**src/rtl/refresh_scheduler.sv**
```systemverilog
module refresh_scheduler #(
  parameter int ROW_BITS = 6,
  parameter int BASE_GAP = 4
) (
  input  logic                clk,
  input  logic                rst_n,
  input  logic                refresh_en,
  input  logic [1:0]          temp_sel,
  input  logic [2:0]          win_sel,
  input  logic                win_top,
  output logic                ref_req,
  output logic [ROW_BITS-1:0] ref_row
);
  localparam int ROWS     = 1 << ROW_BITS;
  localparam int GAP_BITS = $clog2(BASE_GAP * 8) + 1;
  localparam int PW       = ROW_BITS + 1;

  logic            active;
  logic [PW-1:0]   win_len, win_lo, win_hi;
  logic [PW-1:0]   ptr, ptr_eff, ptr_nxt;
  logic [GAP_BITS-1:0] gap, cnt;

  assign active  = refresh_en && !win_sel[2];
  assign win_len = PW'(ROWS) >> win_sel[1:0];
  assign win_lo  = win_top ? PW'(ROWS) - win_len : '0;
  assign win_hi  = win_lo + win_len - PW'(1);
  assign gap     = GAP_BITS'(BASE_GAP) << (2'd3 - temp_sel);
  assign ptr_eff = (ptr >= win_len) ? '0 : ptr;
  assign ptr_nxt = (ptr_eff + PW'(1) == win_len) ? '0 : ptr_eff + PW'(1);

  always_ff @(posedge clk) begin
    if (!rst_n) begin
      cnt     <= '0;
      ptr     <= '0;
      ref_req <= 1'b0;
      ref_row <= '0;
    end else if (!active) begin
      cnt     <= '0;
      ptr     <= '0;
      ref_req <= 1'b0;
    end else if (cnt == '0) begin
      ref_req <= 1'b1;
      ref_row <= ROW_BITS'(win_lo + ptr_eff);
      cnt     <= gap - GAP_BITS'(1);
      ptr     <= ptr_nxt;
    end else begin
      ref_req <= 1'b0;
      cnt     <= cnt - GAP_BITS'(1);
    end
  end

  initial assert (BASE_GAP >= 2 && ROW_BITS >= 3);

  assert_single_pulse_R9: assert property (@(posedge clk) disable iff (!rst_n)
    ref_req |=> !ref_req);

  assert_row_in_window_R3: assert property (@(posedge clk) disable iff (!rst_n)
    ref_req |-> ({1'b0, ref_row} >= $past(win_lo) && {1'b0, ref_row} <= $past(win_hi)));

  assert_quiet_disabled_R8: assert property (@(posedge clk) disable iff (!rst_n)
    !refresh_en |=> !ref_req);

  assert_quiet_empty_R8: assert property (@(posedge clk) disable iff (!rst_n)
    win_sel[2] |=> !ref_req);
endmodule

```
**config.mk**
```make
export PLATFORM = sky130hd
export DESIGN_NAME = refresh_scheduler
export DESIGN_NICKNAME = d
export VERILOG_FILES = /design/src/rtl/refresh_scheduler.sv
export SDC_FILE = /design/constraint.sdc
export NUM_CORES = 1
export LEC_CHECK = 0
export BUFFER_PORTS_ARGS = -buffer_cell sky130_fd_sc_hd__buf_2
export CORE_UTILIZATION = 45
export DETAILED_ROUTE_END_ITERATION = 16
export GPL_TIMING_DRIVEN = 0
export HOLD_SLACK_MARGIN = 0.12
export PLACE_DENSITY_LB_ADDON = 0.3
export SYNTH_ARGS = -nofsm -noshare
export SYNTH_HDL_FRONTEND = slang
export SYNTH_SLANG_ARGS = --single-unit
```
**constraint.sdc**
```tcl
create_clock -name clk -period 3.1 [get_ports clk]
set_input_delay 0.465 -clock clk [delete_from_list [all_inputs] [get_ports clk]]
set_output_delay 0.465 -clock clk [all_outputs]
set_load 0.005 [all_outputs]
```
==> flow_summary.ini <==
[status]
status = complete, no violations

[yosys]
yosys_warnings = 0
ys_async_sr_fraction_pct = 0
ys_seq_elements = 20
yosys.area.top_type_share_pct = 29.12
synth-edff-count = 0
synth_cell_type_count = 48
syn-instance-count = 165
synthesis.nets = 182
synthTopCellsByArea = dfxtp_1 (29%), ha_1 (6.4%), nand2_1 (5.7%), and2_1 (4.1%), nor2_1 (3.8%)
synth-main-ff-cell = dfxtp_1
synth-seq-area-share_pct = 29.12
netlist_area_mm2 = 0.001375
yosysTopAreaCell = dfxtp_1
syn-mean-instance-area_um2 = 8.334

[clock_tree]
cts_buffer_depth = 2
cts_hold_buf = 0
clock-sinks = 20
clk_pin_slew_ps = 120
clock_latency_ps = 310
cts-root-buf = clkbuf_4
htreeDepth = 1
cts_buffers = 3
cts_tree = yes

[route]
wl_per_cell_um = 12.97
postRouteAntennaNets = 0
drt_iter0_markers = 52
drc = 0
drt_first_pass_iters = 4
viasPerCell = 5.656
detail_route.wirelength_um = 2789
route.vias.total = 1216

[global_route]
grt.overflow.total = 0
grt_max_degree = 13
grt_pass1_vias = 1106
antenna_found_initial = 0
grt_use_total_pct = 18.57
grt_pass1_wl_um = 4692

[timing]
finalCriticalPeriod_ps = 2923
fin_crit_sh_pct = 94.28
rsz0062_at_grt = false
max_freq_mhz = 342.1
maxSlewHeadroom_pct = 33.30
skew_ps = 14.34
finalSetupViolations = 0
maxSlewViolCount = 0
report.final.hold_viol_count = 0
tightest_slew_ps = 994.5
holdWs_ps = 433.2

[cells_and_area]
drive_gt1_share_pct = 17.93
nets = 202
diodes = 0
post-route-util_pct = 54.62
n_fill_cell = 272
area_growth_pct = 12.37

[worst_setup_path]
end_kind = flop
crit_buf_inv = 2
critical_path.max_stage_delay_ps = 400
cp_slowest_cell = o32ai_1
reg2reg_from = ptr[5]
crit_arrival_ps = 3130
crit_type = in2reg
start_kind = input pin
worstPathRequired_ps = 3310
crit_path_frequent_cell = ha_1
crit_start = win_sel[0]
crit_chain = buf_2 -> clkbuf_2 -> nand2b_1 -> ha_1 -> o21ai_0 -> a211o_2 -> and2_1 -> ha_1 -> xor2_1 -> nor2_1 -> a22oi_1 -> o32ai_1 -> o21ai_1
crit_family = compound AO/OA/AOI/OAI gates
path_max_fanout = 10

[power_and_ir_drop]
ir_worst_vdd_uv = 275.4
finalPower_mw = 0.5748
p_leak_nw = 0.6525
power_density_mw_per_mm2 = 372.0

[placed_design]
hpwl_um = 2138
place_congestion = 0.8456
port_buffers = 15

[floorplan]
ios = 16
start_util_pct = 48.61
die-area_mm2 = 0.003281
die_h_um = 57.28
rows = 19
core-area_mm2 = 0.002829
die_w_um = 57.28

[worst_hold_path]
hp-start = temp_sel[1]
hp-class = in2reg

[flow_run]
drv_cap = 0
Yosys cell counts (2+ instances only):
master,number
nand2_1,21
dfxtp_1,20
nor2_1,14
and2_1,9
a21oi_1,8
nand3_1,8
ha_1,7
clkbuf_1,5
a21boi_1,4
and3_1,4
nor3_1,4
o21ai_0,4
a211oi_1,3
a22oi_1,3
mux2i_1,3
nand2b_1,3
o31ai_1,3
xnor2_1,3
xor2_1,3
a21boi_0,2
buf_2,2
inv_1,2
nand3b_1,2
nor2b_1,2
or3_1,2
xor3_1,2
state kept, by name, indices dropped and copies added, names as in the netlist:
register  count
cnt           6
ptr           7
ref_req       1
ref_row       6
worst paths after layout:
| path | to | cells past startpoint | slack (ps) |
|---|---|---|---|
| setup / recovery | ptr[6] | 13 | 180 |
| hold / removal | cnt[4] | 3 | 430 |
| setup reg to reg | ptr[6] | 10 | 380 |
| hold reg to reg | cnt[0] | 1 | 450 |
placed cells by master, fill, tap and decap left out, drive strengths merged, types with 5 or more instances in the layout:
| master | n |
|---|---|
| nor2 | 14 |
| nor3 | 5 |
| a21oi | 8 |
| o21ai | 5 |
| dfxtp | 20 |
| and3 | 5 |
| ha | 7 |
| a21boi | 6 |
| nand3 | 8 |
| buf | 18 |
| clkbuf | 8 |
| nand2 | 21 |
| and2 | 10 |
report_power, final:
group          switching (mW)  internal, mW  leakage [nW]  total [mW]
Sequential            0.00388         0.262         0.162       0.266
Combinational          0.0557        0.0398         0.463      0.0955
Clock                  0.0822         0.131        0.0279       0.213
routing by layer:
metal	track usage, %	share of wire (%)	up-vias
li1	-	-	631
met1	21.58	46	561
met2	34.12	49	19
met3	3.401	3.3	5
met4	6.272	1.1	0
met5	0	0	-
timing repair:
item | in CTS | in global routing
setup endpoints to repair | 0 | 5
buffers inserted | 0 | 0
gates resized for setup | 0 | 5
hold endpoints to repair | 0 | 0
worst register-to-register path: stages (launching register included):
cell	delay [ps]
dfxtp_1	500
ha_1	280
nor3_1	210
a211o_2	230
and2_1	180
ha_1	260
and3_1	280
mux2_2	360
mux2i_1	130
o32ai_1	120
o21ai_1	140
metrics by stage:
step	instances	setup slack [ps]	setup TNS, ps	instance area (um^2)
floorplan	165	301.5	0	1375
global placement	211	-198.7	-548.0	1489
detailed placement	211	-340.4	-1126	1489
CTS	215	1.888	0	1541
global route	215	11.83	0	1545
finish	215	177.2	0	1545
cells by family (layout without fill, tap and decap cells):
family,Yosys count,after routing,share of synthesized area (%)
XOR/XNOR,8,8,7.280
AO/OA/AOI/OAI,37,37,19.84
adder cells (fa/ha/maj),8,8,7.825
buffers and inverters,10,29,3.458
flip-flops,20,20,29.12
multiplexers,4,4,3.003
AND/OR/NAND/NOR,78,78,29.48
area by class of cell:
type                            count  area [um^2]  share of cell area, %
Clock buffer                        3        22.52                  1.457
Sequential cell                    20        400.4                  25.91
Tap cell                           31        38.79                  2.510
Timing Repair Buffer               15        75.07                  4.858
Inverter                            2        7.507                 0.4858
Buffer                              8        42.54                  2.753
Clock inverter                      1        30.03                  1.943
Multi-Input combinational cell    135        928.4                  60.08
(Power assumes the default switching activity.)
